## src/rtl/keyed_cmd_pkg.sv

```systemverilog
`timescale 1ns/1ps
package keyed_cmd_pkg;
  localparam int WORD_W  = 32;
  localparam int ALIGN_W = 2;

  // key and command constants (addresses widened by the user)
  localparam logic [31:0] KEY_ADDR_A = 32'h0005_5555;
  localparam logic [31:0] KEY_ADDR_B = 32'h0002_AAAA;
  localparam logic [31:0] ERASE_ADDR_C = 32'h0000_00B0;
  localparam logic [31:0] STATUS_ADDR = 32'h0000_0001;
  localparam logic [WORD_W-1:0] KEY_DATA_A = 32'hAAAA_AAAA;
  localparam logic [WORD_W-1:0] KEY_DATA_B = 32'h5555_5555;
  localparam logic [WORD_W-1:0] ERASE_DATA_A = 32'h0055_5555;
  localparam logic [WORD_W-1:0] ERASE_DATA_B = 32'h00AA_AAAA;
  localparam logic [WORD_W-1:0] CMD_PROT_ON = 32'h0000_00A0;
  localparam logic [WORD_W-1:0] CMD_UNPROT_A = 32'h0000_0080;
  localparam logic [WORD_W-1:0] CMD_UNPROT_B = 32'h0000_0020;
  localparam logic [WORD_W-1:0] CMD_POL_NORM = 32'h0000_00FF;
  localparam logic [WORD_W-1:0] CMD_POL_INV = 32'h0000_FFFF;
  localparam logic [WORD_W-1:0] CMD_STATUS = 32'h0000_00F2;
  localparam logic [WORD_W-1:0] CMD_EXIT = 32'h0000_0000;

  // status word layout
  localparam int PROT_LSB = 24;
  localparam int PROT_W   = WORD_W - PROT_LSB;
  localparam int POL_BIT  = 23;

  typedef enum logic [2:0] {
    SEQ_IDLE,
    SEQ_KEY1,
    SEQ_KEY2,
    SEQ_UNP1,
    SEQ_UNP1K,
    SEQ_UNP2,
    SEQ_ER1,
    SEQ_ER2
  } seq_state_t;

  typedef struct packed {
    logic plainWrite;
    logic setProt;
    logic clrProt;
    logic polNorm;
    logic polInv;
    logic enterSpecial;
    logic enterStatus;
    logic exitSpecial;
    logic startErase;
  } cmd_strobe_t;
endpackage

```

## src/rtl/keyed_cmd_ctrl.sv

```systemverilog
`timescale 1ns/1ps
module keyed_cmd_ctrl
  import keyed_cmd_pkg::*;
#(
  parameter int ADDR_W = 20
) (
  input  logic              clk,
  input  logic              rstAllN,
  input  logic              wrValid,
  input  logic [ADDR_W-1:0] wrAddr,
  input  logic [WORD_W-1:0] wrData,
  input  logic              busy,
  output cmd_strobe_t       strb
);
  localparam logic [ADDR_W-1:0] ADDR_A = ADDR_W'(KEY_ADDR_A);
  localparam logic [ADDR_W-1:0] ADDR_B = ADDR_W'(KEY_ADDR_B);
  localparam logic [ADDR_W-1:0] ADDR_C = ADDR_W'(ERASE_ADDR_C);

  seq_state_t state, stateNext;
  logic       accept;
  logic       aligned;
  logic       atA;

  assign accept  = wrValid && !busy && rstAllN;
  assign aligned = (wrAddr[ALIGN_W-1:0] == '0);
  assign atA     = (wrAddr == ADDR_A);

  always_ff @(posedge clk or negedge rstAllN) begin
    if (!rstAllN) state <= SEQ_IDLE;
    else          state <= stateNext;
  end

  always_comb begin
    stateNext = state;
    strb      = '0;
    if (accept) begin
      stateNext = SEQ_IDLE;
      unique case (state)
        SEQ_IDLE: begin
          if (atA && wrData == KEY_DATA_A)                     stateNext = SEQ_KEY1;
          else if (wrAddr == ADDR_B && wrData == ERASE_DATA_A) stateNext = SEQ_ER1;
          else                                                 strb.plainWrite = aligned;
        end
        SEQ_KEY1: begin
          if (wrAddr == ADDR_B && wrData == KEY_DATA_B) stateNext = SEQ_KEY2;
        end
        SEQ_KEY2: begin
          if (atA) begin
            if (wrData == CMD_PROT_ON) begin
              strb.setProt      = 1'b1;
              strb.enterSpecial = 1'b1;
            end else if (wrData == CMD_UNPROT_A) begin
              stateNext = SEQ_UNP1;
            end else if (wrData == CMD_POL_NORM) begin
              strb.polNorm      = 1'b1;
              strb.enterSpecial = 1'b1;
            end else if (wrData == CMD_POL_INV) begin
              strb.polInv       = 1'b1;
              strb.enterSpecial = 1'b1;
            end else if (wrData == CMD_STATUS) begin
              strb.enterStatus  = 1'b1;
              strb.enterSpecial = 1'b1;
            end else if (wrData == CMD_EXIT) begin
              strb.exitSpecial  = 1'b1;
            end
          end
        end
        SEQ_UNP1: begin
          if (atA && wrData == KEY_DATA_A) stateNext = SEQ_UNP1K;
        end
        SEQ_UNP1K: begin
          if (wrAddr == ADDR_B && wrData == KEY_DATA_B) stateNext = SEQ_UNP2;
        end
        SEQ_UNP2: begin
          if (atA && wrData == CMD_UNPROT_B) begin
            strb.clrProt      = 1'b1;
            strb.enterSpecial = 1'b1;
          end
        end
        SEQ_ER1: begin
          if (atA && wrData == ERASE_DATA_B) stateNext = SEQ_ER2;
        end
        SEQ_ER2: begin
          if (wrAddr == ADDR_C && wrData == ERASE_DATA_A) strb.startErase = 1'b1;
        end
        default: stateNext = SEQ_IDLE;
      endcase
    end
  end
endmodule

```

## src/rtl/keyed_cmd_datapath.sv

```systemverilog
`timescale 1ns/1ps
module keyed_cmd_datapath
  import keyed_cmd_pkg::*;
#(
  parameter int ADDR_W = 20
) (
  input  logic              clk,
  input  logic              coldRstN,
  input  logic              warmRstN,
  input  logic              rstAllN,
  input  cmd_strobe_t       strb,
  input  logic              eraseDone,
  input  logic [ADDR_W-1:0] rdAddr,
  output logic              arrayWrEn,
  output logic              eraseStrobe,
  output logic              eraseBusy,
  output logic              protectOn,
  output logic              specialMode,
  output logic              polInvStored,
  output logic              polInvApplied,
  output logic              rdHit,
  output logic [WORD_W-1:0] rdData
);
  logic statusMode;

  // flags survive a warm reset
  always_ff @(posedge clk or negedge coldRstN) begin
    if (!coldRstN) begin
      protectOn    <= 1'b0;
      polInvStored <= 1'b0;
    end else begin
      if (strb.setProt)      protectOn <= 1'b1;
      else if (strb.clrProt) protectOn <= 1'b0;
      if (strb.polNorm)      polInvStored <= 1'b0;
      else if (strb.polInv)  polInvStored <= 1'b1;
    end
  end

  // applied polarity is sampled only while the warm reset is held
  always_ff @(posedge clk or negedge coldRstN) begin
    if (!coldRstN)      polInvApplied <= 1'b0;
    else if (!warmRstN) polInvApplied <= polInvStored;
  end

  always_ff @(posedge clk or negedge rstAllN) begin
    if (!rstAllN) begin
      specialMode <= 1'b0;
      statusMode  <= 1'b0;
      eraseBusy   <= 1'b0;
    end else begin
      if (strb.exitSpecial)       specialMode <= 1'b0;
      else if (strb.enterSpecial) specialMode <= 1'b1;
      if (strb.exitSpecial)       statusMode <= 1'b0;
      else if (strb.enterStatus)  statusMode <= 1'b1;
      if (strb.startErase)        eraseBusy <= 1'b1;
      else if (eraseDone)         eraseBusy <= 1'b0;
    end
  end

  assign arrayWrEn   = strb.plainWrite && !protectOn && !specialMode && !eraseBusy;
  assign eraseStrobe = strb.startErase;
  assign rdHit       = statusMode && (rdAddr == ADDR_W'(STATUS_ADDR));

  always_comb begin
    rdData = '0;
    if (rdHit) begin
      rdData[PROT_LSB +: PROT_W] = {PROT_W{protectOn}};
      rdData[POL_BIT]            = polInvStored;
    end
  end
endmodule

```

## src/rtl/keyed_cmd_decoder.sv

```systemverilog
`timescale 1ns/1ps
module keyed_cmd_decoder
  import keyed_cmd_pkg::*;
#(
  parameter int ADDR_W = 20
) (
  input  logic              clk,
  input  logic              coldRstN,
  input  logic              rstN,
  input  logic              wrValid,
  input  logic [ADDR_W-1:0] wrAddr,
  input  logic [31:0]       wrData,
  input  logic [ADDR_W-1:0] rdAddr,
  input  logic              eraseDone,
  output logic              arrayWrEn,
  output logic              eraseStrobe,
  output logic              eraseBusy,
  output logic              protectOn,
  output logic              specialMode,
  output logic              polInvStored,
  output logic              polInvApplied,
  output logic              rdHit,
  output logic [31:0]       rdData
);
  cmd_strobe_t strb;
  logic        rstAllN;

  assign rstAllN = rstN & coldRstN;

  keyed_cmd_ctrl #(.ADDR_W(ADDR_W)) u_ctrl (
    .clk     (clk),
    .rstAllN (rstAllN),
    .wrValid (wrValid),
    .wrAddr  (wrAddr),
    .wrData  (wrData),
    .busy    (eraseBusy),
    .strb    (strb)
  );

  keyed_cmd_datapath #(.ADDR_W(ADDR_W)) u_dp (
    .clk           (clk),
    .coldRstN      (coldRstN),
    .warmRstN      (rstN),
    .rstAllN       (rstAllN),
    .strb          (strb),
    .eraseDone     (eraseDone),
    .rdAddr        (rdAddr),
    .arrayWrEn     (arrayWrEn),
    .eraseStrobe   (eraseStrobe),
    .eraseBusy     (eraseBusy),
    .protectOn     (protectOn),
    .specialMode   (specialMode),
    .polInvStored  (polInvStored),
    .polInvApplied (polInvApplied),
    .rdHit         (rdHit),
    .rdData        (rdData)
  );
endmodule

```

## config.mk

```make
export PLATFORM = sky130hd
export DESIGN_NAME = keyed_cmd_decoder
export DESIGN_NICKNAME = d
export VERILOG_FILES = /design/src/rtl/keyed_cmd_pkg.sv /design/src/rtl/keyed_cmd_ctrl.sv /design/src/rtl/keyed_cmd_datapath.sv /design/src/rtl/keyed_cmd_decoder.sv
export SDC_FILE = /design/constraint.sdc
export NUM_CORES = 1
export LEC_CHECK = 0
export ABC_AREA = 1
export BUFFER_PORTS_ARGS = -buffer_cell sky130_fd_sc_hd__clkbuf_2
export CAP_MARGIN = 40
export CORE_MARGIN = 2
export CORE_UTILIZATION = 47
export CTS_BUF_LIST = sky130_fd_sc_hd__clkbuf_2
export CTS_CLUSTER_DIAMETER = 40
export DETAILED_ROUTE_END_ITERATION = 8
export GPL_TIMING_DRIVEN = 0
export PLACE_DENSITY_LB_ADDON = 0.15
export SYNTH_ARGS = -nofsm -noshare
export SYNTH_HDL_FRONTEND = slang
export SYNTH_SLANG_ARGS = --single-unit
```

## constraint.sdc

```tcl
create_clock -name clk -period 3.6 [get_ports clk]
set_input_delay 0.72 -clock clk [delete_from_list [all_inputs] [get_ports clk]]
set_output_delay 0.72 -clock clk [all_outputs]
set_load 0.02 [all_outputs]
```

* Yosys cells after proc, flatten, opt, wreduce, memory -nomap -nowiden
Index checks and enable logic that the tools add are counted.
** Storage, ports and cells
- Register bits after elaboration :: 9
- Output and inout port bits :: 40
- Word-level logic and storage cells :: 102
** Cells by class
- Multiplexer cells :: 50
- Reduce and logical (&&, ||, !) cells :: 23
- Equal/unequal tests :: 21
- Bitwise logic cells :: 1
** Operator list (count)
- $eq A32 B8 Y1 const B :: 4
- $eq A32 B16 Y1 const B :: 1
- $eq A32 B23 Y1 const B :: 1
- $eq A32 B24 Y1 const B :: 1
- $eq A32 B31 Y1 const B :: 1
- $eq A32 B32 Y1 const B :: 1
- $eq A32 B6 Y1 const B :: 1
- $logic_not A32 Y1 :: 1
- $mux W1 :: 28
- $mux W3 :: 7
- $eq A20 B1 Y1 const B :: 1
- $eq A20 B18 Y1 const B :: 1
- $eq A20 B19 Y1 const B :: 1
- $eq A20 B8 Y1 const B :: 1
- $mux W2 :: 9
- $mux W9 :: 2
- $pmux W3 S6 :: 1
- $eq A3 B3 Y1 const B :: 4
- $logic_and A1 B1 Y1 :: 12
- $mux W5 :: 2
- $reduce_bool A2 Y1 :: 5
- $eq A3 B2 Y1 const B :: 2
- $eq A3 B1 Y1 const B :: 1
- $logic_not A1 Y1 :: 3
- other kinds (4) :: 4

* Depth between registers and ports, before layout
Gate-level depths: netlist of run 1.
- Depth in word-level cells :: 13
- Gate-level depth with buffers :: 12
- Mapped depth without buffers :: 12

* Cells and area by module
A second synthesis of run 1 with hierarchy kept.
** Second synthesis, totals
- Cells, all modules :: 283
- Area total of the unflattened synthesis :: 1532.7 sq um
** By module, submodules not included
- keyed_cmd_ctrl :: cells an instance 204, area an instance 967.2 sq um, instances 1, seq. area each 75.1 sq um
- keyed_cmd_datapath :: cells an instance 77, area an instance 558.0 sq um, instances 1, seq. area each 150.1 sq um
- keyed_cmd_decoder :: cells an instance 2, area an instance 7.5 sq um, instances 1, seq. area each 0.0 sq um

* Worst setup path after synthesis of run 1
Ideal clock, no wire load.
- Kind :: input-to-output
- From :: input rdAddr[15]
- To :: output rdData[25]
- Path slack :: 0.901 ns
- Path buffers :: 1
- Arrival :: 1.979 ns
- Stages on the path :: 5
- Cell sequence :: nor4_1 -> and3_1 -> nand3_1 -> nor2_1 -> buf_4
** Between the ends
- Word-level cells in the longest chain between the ends :: 3
** RTL lines
- start: declaration :: RTL line keyed_cmd_decoder.sv:13 : input logic [ADDR_W-1:0] rdAddr,
- $eq A20 B1 Y1 :: RTL line keyed_cmd_datapath.sv:62 : assign rdHit = statusMode && (rdAddr == ADDR_W'(STATUS_ADDR));
- $logic_and A1 B1 Y1 :: RTL line keyed_cmd_datapath.sv:62
- $mux W9 :: RTL line keyed_cmd_datapath.sv:66 : if (rdHit) begin
- end: declaration :: RTL line keyed_cmd_decoder.sv:23 : output logic [31:0] rdData
No other way between the ends.

* Worst setup path after layout of run 1
Ends and elaborated chain as after synthesis.

==> results of run 1 <==
[cells in the final DEF (no fill, tap or decap), types with 2 or more instances in the layout]
cell type  count
nand3b_1       2
nor2_1        74
nor4_1         8
nand3_1       20
inv_1         34
nand4_1       16
buf_4         30
nor2_2         9
inv_2         12
nor3_1         6
and2_1         2
o21a_1         2
conb_1        23
nor2_4         4
nor3_2         2
clkbuf_2      97
nand2_2        2
dfrtp_1        9
nand2_1       77
[worst min-delay path by stage]
stage                          from            endpoint  slack [ps]  depth (start not counted)
global route               coldRstN  u_dp.polInvApplied         240                          1
finish                     coldRstN  u_dp.polInvApplied         260                          1
detailed placement  u_dp.statusMode     u_dp.statusMode         480                          1
floorplan                  coldRstN  u_dp.polInvApplied         420                          0
global placement    u_dp.statusMode     u_dp.statusMode         470                          1
CTS                        coldRstN      u_dp.protectOn         260                          1
[through the flow]
| step | instance area, sq um | cells | util [%] | worst slack, ps | hold slack, ps |
|---|---|---|---|---|---|
| after floorplan | 1810 | 341 | - | 901 | 424 |
| after global placement | 2330 | 480 | 68.2 | 831 | 472 |
| after detailed placement | 2330 | 480 | 68.2 | 774 | 478 |
| after CTS | 2350 | 484 | 68.8 | 749 | 257 |
| after global routing | 2350 | 484 | 68.8 | 568 | 244 |
| final | 2350 | 484 | 68.8 | 778 | 265 |
[sequential cells by signal (all words and copies together), names as in the netlist]
| signal | flops |
|---|---|
| u_dp.protectOn | 1 |
| u_dp.statusMode | 1 |
| u_ctrl.state | 3 |
| u_dp.specialMode | 1 |
| u_dp.polInvApplied | 1 |
| u_dp.polInvStored | 1 |
| u_dp.eraseBusy | 1 |
[final cells by class]
| type | count | area, sq um |
|---|---|---|
| fill | 362 | 1070 |
| sequential | 9 | 225 |
| clock buffer | 4 | 20.0 |
| inverter | 46 | 173 |
| tap | 46 | 57.6 |
| buffer | 30 | 225 |
| multi-input combinational | 256 | 1180 |
| timing repair buffer | 93 | 465 |
[logic make-up after synthesis]
| logic type | Yosys count | synth area share, % |
|---|---|---|
| buffers and inverters | 76 | 23.1 |
| AO/OA/AOI/OAI | 6 | 2.25 |
| other | 1 | 0.218 |
| flip-flops | 9 | 13.1 |
| AND/OR/NAND/NOR | 227 | 61.4 |
[worst register-to-register path: stages, from the launching register on]
cell and delay, ps:
dfrtp_1 380, inv_1 70, nand2_1 80, nor2_4 190, inv_2 90, nor4_1 230
nand4_1 180, o22ai_1 130
[report_power, final]
| part | internal (uW) | switching, uW | leakage [uW] | total [uW] |
|---|---|---|---|---|
| registers | 102 | 0.372 | 0.000113 | 102 |
| logic | 63.3 | 81.6 | 0.00122 | 145 |
| clock network | 29.5 | 33.5 | 0.0000166 | 63.1 |
| total | 195 | 116 | 0.00135 | 310 |
[metal layers]
metal / track usage, % / part of all wire, % / vias to the layer above
met5: 0 / 0 / -
met4: 4.52 / 1.3 / 0
met3: 3.47 / 9.3 / 6
met2: 42.7 / 49 / 106
met1: 24.1 / 40 / 961
li1: - / - / 1196
==> impl_metrics.tcl, run 1 <==
set metrics [dict create \
    drt_iter0_drc 80 \
    async_flop_share_pct 100 \
    cts_tree "done" \
    worstHoldPathType "input pin to asynchronous set/reset pin" \
    crit_cells 7 \
    die_h_microns 64.5 \
    ys_seq_area_share_pct 13.1 \
    numPortBuffers 93 \
    totalPowerFinal_uw 310 \
    start_util_pct 50.4 \
    gr-usage-all-layers_pct 21.6 \
    timing.setup.tns_ps 0 \
    post-cts-setup-buffers 0 \
    rr_worst_depth 7 \
    ios 117 \
    ys.flop_type "dfrtp_1" \
    grt.overflow.total 0 \
    avgRoutedWirePerCell_microns 9.26 \
    cts_buffers 3 \
    grt_pass1_wl_microns 7560 \
    root_buffer "clkbuf_2" \
    final-hold-violation-count 0 \
    power_density_mw_per_mm2 132 \
    min_period_ps 2820 \
    synth-edff-count 0 \
    rr_startpoint "u_dp.eraseBusy" \
    crit_type "input pin to primary output" \
    core_sq_mm 0.00342 \
    cts_hold_buf 0 \
    ys_ff_latch 9 \
    drcViolationCount 0 \
    vias 2269 \
    ant_nets 0 \
    core.rowCount 21 \
    cts_sinks 9 \
    cp-end-kind "primary output" \
    critPathTopFamily "simple AND/OR/NAND/NOR gates" \
    layout-drive-gt1-share_pct 36.1 \
    synthCells 319 \
    post-dp-hpwl_microns 4100 \
    rsz0062_at_grt "no" \
    r2r_setup_slack_ps 2180 \
    status "finished clean" \
    crit_arrival_ps 2100 \
    cpMaxStageDelayCell "nor2_1" \
    grt_max_degree 9 \
    crit_start "rdAddr[15]" \
    n_antenna_cell 0 \
    clock_latency_ps 240 \
    cts_buffer_depth 2 \
    p_leak_uw 0.00135 \
    critPathLaunchType "input pin" \
    synth_cell_types 27 \
    path_common_cell "clkbuf_2" \
    dieArea_sq_mm 0.00417 \
    grt_antenna_before_repair 0 \
    synth.most_common_cell "nand2_1" \
    routed_wirelength_microns 4480 \
    clock_skew_ps 4.21 \
    cp-endpoint "rdData[25]" \
    drt_pass1_iterations 4 \
    cp.required_ps 2880 \
    synthTopCellsByCount "77 x nand2_1, 74 x nor2_1, 34 x inv_1" \
    globalplace.congestion 0.832 \
    ys_top_cells_by_area "nand2_1 17%, nor2_1 16%, buf_4 13%" \
    areaGrowthSynthToFinish_pct 36.3 \
    viasPerCell 4.69 \
    post_cts_resize_count 0 \
    htree_num_levels 1 \
    cts.clk_slew.worst_paths_ps 80 \
    drv_slew 0 \
    crit_chain "clkbuf_2, nor4_1, and3_1, nand3_1, nor2_1, buf_4, clkbuf_2" \
    drv_cap 0 \
    ir_drop_mv 0.0779 \
    yosysTopAreaCell "nand2_1" \
    r2r-end "u_dp.eraseBusy" \
    grt_pass1_vias 2013 \
    final.period_utilization_pct 78.4 \
    cp_num_buf_inv 3 \
    synth_top_area_share_pct 16.8 \
    netlist_area_sq_mm 0.00172 \
    ys_warn_count 0 \
    fin_nets 516 \
    avgSynthCellArea_sq_um 5.40 \
    critPathMaxStageDelay_ps 370 \
    path_max_fanout 8 \
    setup_viol 0 \
    timing.fmax_mhz 354 \
    fp.dieW_microns 64.5 \
]
Note: power is estimated with default switching activity, not from simulation.
==> run 2, diff against run 1 <==
ABC_AREA = 0   (was 1)
CORE_UTILIZATION = 38   (was 47)
clock period = 2.9 ns   (was 3.6 ns; I/O delays follow)
==> run 2 against run 1 <==
  * Area after synthesis shrank 27%
  * Design area decreased by 19%
  * Global-route usage fell by 1.2 points
  * Setup slack worse by 600 ps
  * Final cell count down 31%
  * Sequential share of layout area is 2.2 points higher
  * Critical path type unchanged
  * Largest cell class unchanged
  * Highest routed layer unchanged
==> impl_metrics.tcl, run 2 <==
set metrics [dict create \
    status "finished clean" \
    tightestPinTransition_ps 741 \
    power_frac_comb_pct 41.5 \
    viasPerCell 5.00 \
    async_flop_share_pct 100 \
    ios 117 \
    worstHoldPathType "input pin to asynchronous set/reset pin" \
    cp.required_ps 2320 \
    intPower_uw 238 \
    areaGrowthSynthToFinish_pct 51.9 \
    synthCells 168 \
    final_cell_mix "96 x clkbuf_2, 31 x buf_4, 23 x conb_1" \
    cts.clk_slew.worst_paths_ps 90 \
    vias 1659 \
    synth.most_common_cell "buf_4" \
    core.rowCount 20 \
    ant_nets 0 \
    dp.cells 327 \
    htree_num_levels 1 \
    start_util_pct 40.5 \
    final_cells 332 \
    avgSynthCellArea_sq_um 7.48 \
    layout-drive-gt1-share_pct 47.6 \
    multi_input_comb_area_sq_um 900 \
    p_clk_share_pct 22.4 \
    grt_pass1_wl_microns 5910 \
    largest_reg_flops 3 \
    crit_chain "clkbuf_2, or4_1, nor4_1, nand3_1, nor4_4, clkbuf_4" \
    n_antenna_cell 0 \
    die_h_microns 61.5 \
    crit_type "input pin to primary output" \
    cts_hold_buf 0 \
    synth_top_area_share_pct 17.9 \
    timing.setup.tns_ps 0 \
    ys_top_cells_by_area "buf_4 18%, dfrtp_1 18%, nand4_1 6.5%" \
    critPathLaunchType "input pin" \
    numPortBuffers 93 \
    n_fill_cell 333 \
    min_period_ps 2720 \
    avgRoutedWirePerCell_microns 11.4 \
    whs_ps 109 \
    clock_latency_ps 250 \
    core_sq_mm 0.00310 \
    cp-end-kind "primary output" \
    grt.overflow.total 0 \
    routed_wirelength_microns 3780 \
    drv_slew 0 \
    grt_max_degree 9 \
    cts_tree "done" \
    switching_power_uw 129 \
    drt_iter0_drc 36 \
    ys_seq_area_share_pct 17.9 \
    seqCellArea_sq_um 225 \
    rsz0062_at_grt "no" \
    synth_cell_types 38 \
    final_common_cell "clkbuf_2" \
    globalplace.congestion 0.906 \
    gr-usage-all-layers_pct 20.4 \
    grt_pass1_vias 1434 \
    cpMaxStageDelayCell "or4_1" \
    grt_antenna_before_repair 0 \
    clock_skew_ps 2.27 \
    yosysTopAreaCell "buf_4" \
    root_buffer "clkbuf_2" \
    top_register "u_ctrl.state" \
    crit_arrival_ps 2140 \
    post-dp-hpwl_microns 3350 \
    final.period_utilization_pct 94.0 \
    netlist_area_sq_mm 0.00126 \
    fp.dieW_microns 61.5 \
    timing.fmax_mhz 367 \
    synth-edff-count 0 \
    p_leak_uw 0.000990 \
    drt_pass1_iterations 4 \
    cts_sinks 9 \
    drcViolationCount 0 \
    ys.flop_type "dfrtp_1" \
    switching_share_pct 35.1 \
    fin_nets 366 \
    final-hold-violation-count 0 \
    synthTopCellsByCount "30 x buf_4, 17 x nor2_1, 13 x nand4_1" \
    path_max_fanout 2 \
    setup_viol 0 \
    drv_cap 0 \
    cts_buffer_depth 2 \
    rr_worst_depth 6 \
    ys_ff_latch 9 \
    power_frac_seq_pct 36.1 \
    power_density_mw_per_mm2 192 \
    ir_drop_mv 0.0818 \
    r2r_setup_slack_ps 830 \
    critPathMaxStageDelay_ps 530 \
    cts_buffers 3 \
    dieArea_sq_mm 0.00378 \
    ys_warn_count 0 \
    slew_headroom_pct 50.1 \
]
-- run 2: cell types whose count changed in the layout (fill, tap and decap cells not counted), moves of 4 or more --
| cell | before | now |
|---|---|---|
| or4_1 | 0 | 7 |
| a21oi_1 | 0 | 4 |
| nor2_1 | 74 | 17 |
| o21ai_0 | 1 | 6 |
| nor2_2 | 9 | 0 |
| nor4b_1 | 0 | 4 |
| nand2_1 | 77 | 11 |
| nand3_1 | 20 | 7 |
| inv_1 | 34 | 2 |
| nand4b_1 | 0 | 5 |
| inv_2 | 12 | 0 |
| nor2_4 | 4 | 0 |
-- run 2: stage by stage --
stage | cell area [sq um] | power [uW] | worst slack [ps] | utilization, %
6_report | 1910 | 367 | 175 | 61.5
5_1_grt | 1910 | 395 | 57.4 | 61.5
4_1_cts | 1900 | 369 | 14.4 | 61.3
3_5_place_dp | 1870 | 284 | -67.7 | 60.1
3_3_place_gp | 1870 | 283 | -53.5 | 60.1
2_1_floorplan | 1350 | 213 | 177 | -
-- run 2: routing by layer --
metal  global-route usage (%)  up-vias  part of all wire, %
met4                     7.60        0                  1.4
met5                        0        -                    0
met3                     1.89        6                   11
met1                     24.8      705                   41
met2                     37.0       92                   47
li1                         -      856                    -
-- run 2: power by group through the flow --
| stage | Combinational, uW | Sequential (uW) | Clock, uW |
|---|---|---|---|
| after floorplan | 79.8 | 133 | 0 |
| after global placement | 148 | 135 | 0 |
| after detailed placement | 150 | 135 | 0 |
| after CTS | 151 | 132 | 85.7 |
| after global routing | 169 | 133 | 92.4 |
| final | 152 | 132 | 82.0 |
-- run 2: kinds of logic after synthesis --
logic type	share of synthesized area (%)
simple gates	51.7
compound gates	10.7
flops	17.9
other cells	0.299
mux	0.896
buf+inv	18.5
-- run 2: worst max-delay path, delay by kind of cell --
family                 cells  cell delay (ps)
buffers and inverters      2              310
AND/OR/NAND/NOR            4             1250
-- run 2: layout make-up --
cell class	instances	area share (%)
plain buffers	30	11.8
clock buffers	4	1.05
inverters	2	0.393
multi-input cells	149	47.1
flip-flops and latches	9	11.8
well taps	44	2.89
repair buffers	94	24.9
-- run 2: timing repair --
item | in CTS | in global routing
cloned | 0 | 0
resized for setup | 3 | 0
setup buffers | 0 | 1
pin swaps | 0 | 1
setup endpoints to repair | 1 | 1
-- run 2: worst paths after layout --
kind                                     from                  to
max                                 wrAddr[8]         eraseStrobe
max in group asynchronous            coldRstN    u_dp.specialMode
max reg2reg                   u_ctrl.state[0]     u_ctrl.state[1]
min                                  coldRstN  u_dp.polInvApplied
min reg2reg                u_dp.polInvApplied  u_dp.polInvApplied
min in group clk           u_dp.polInvApplied  u_dp.polInvApplied
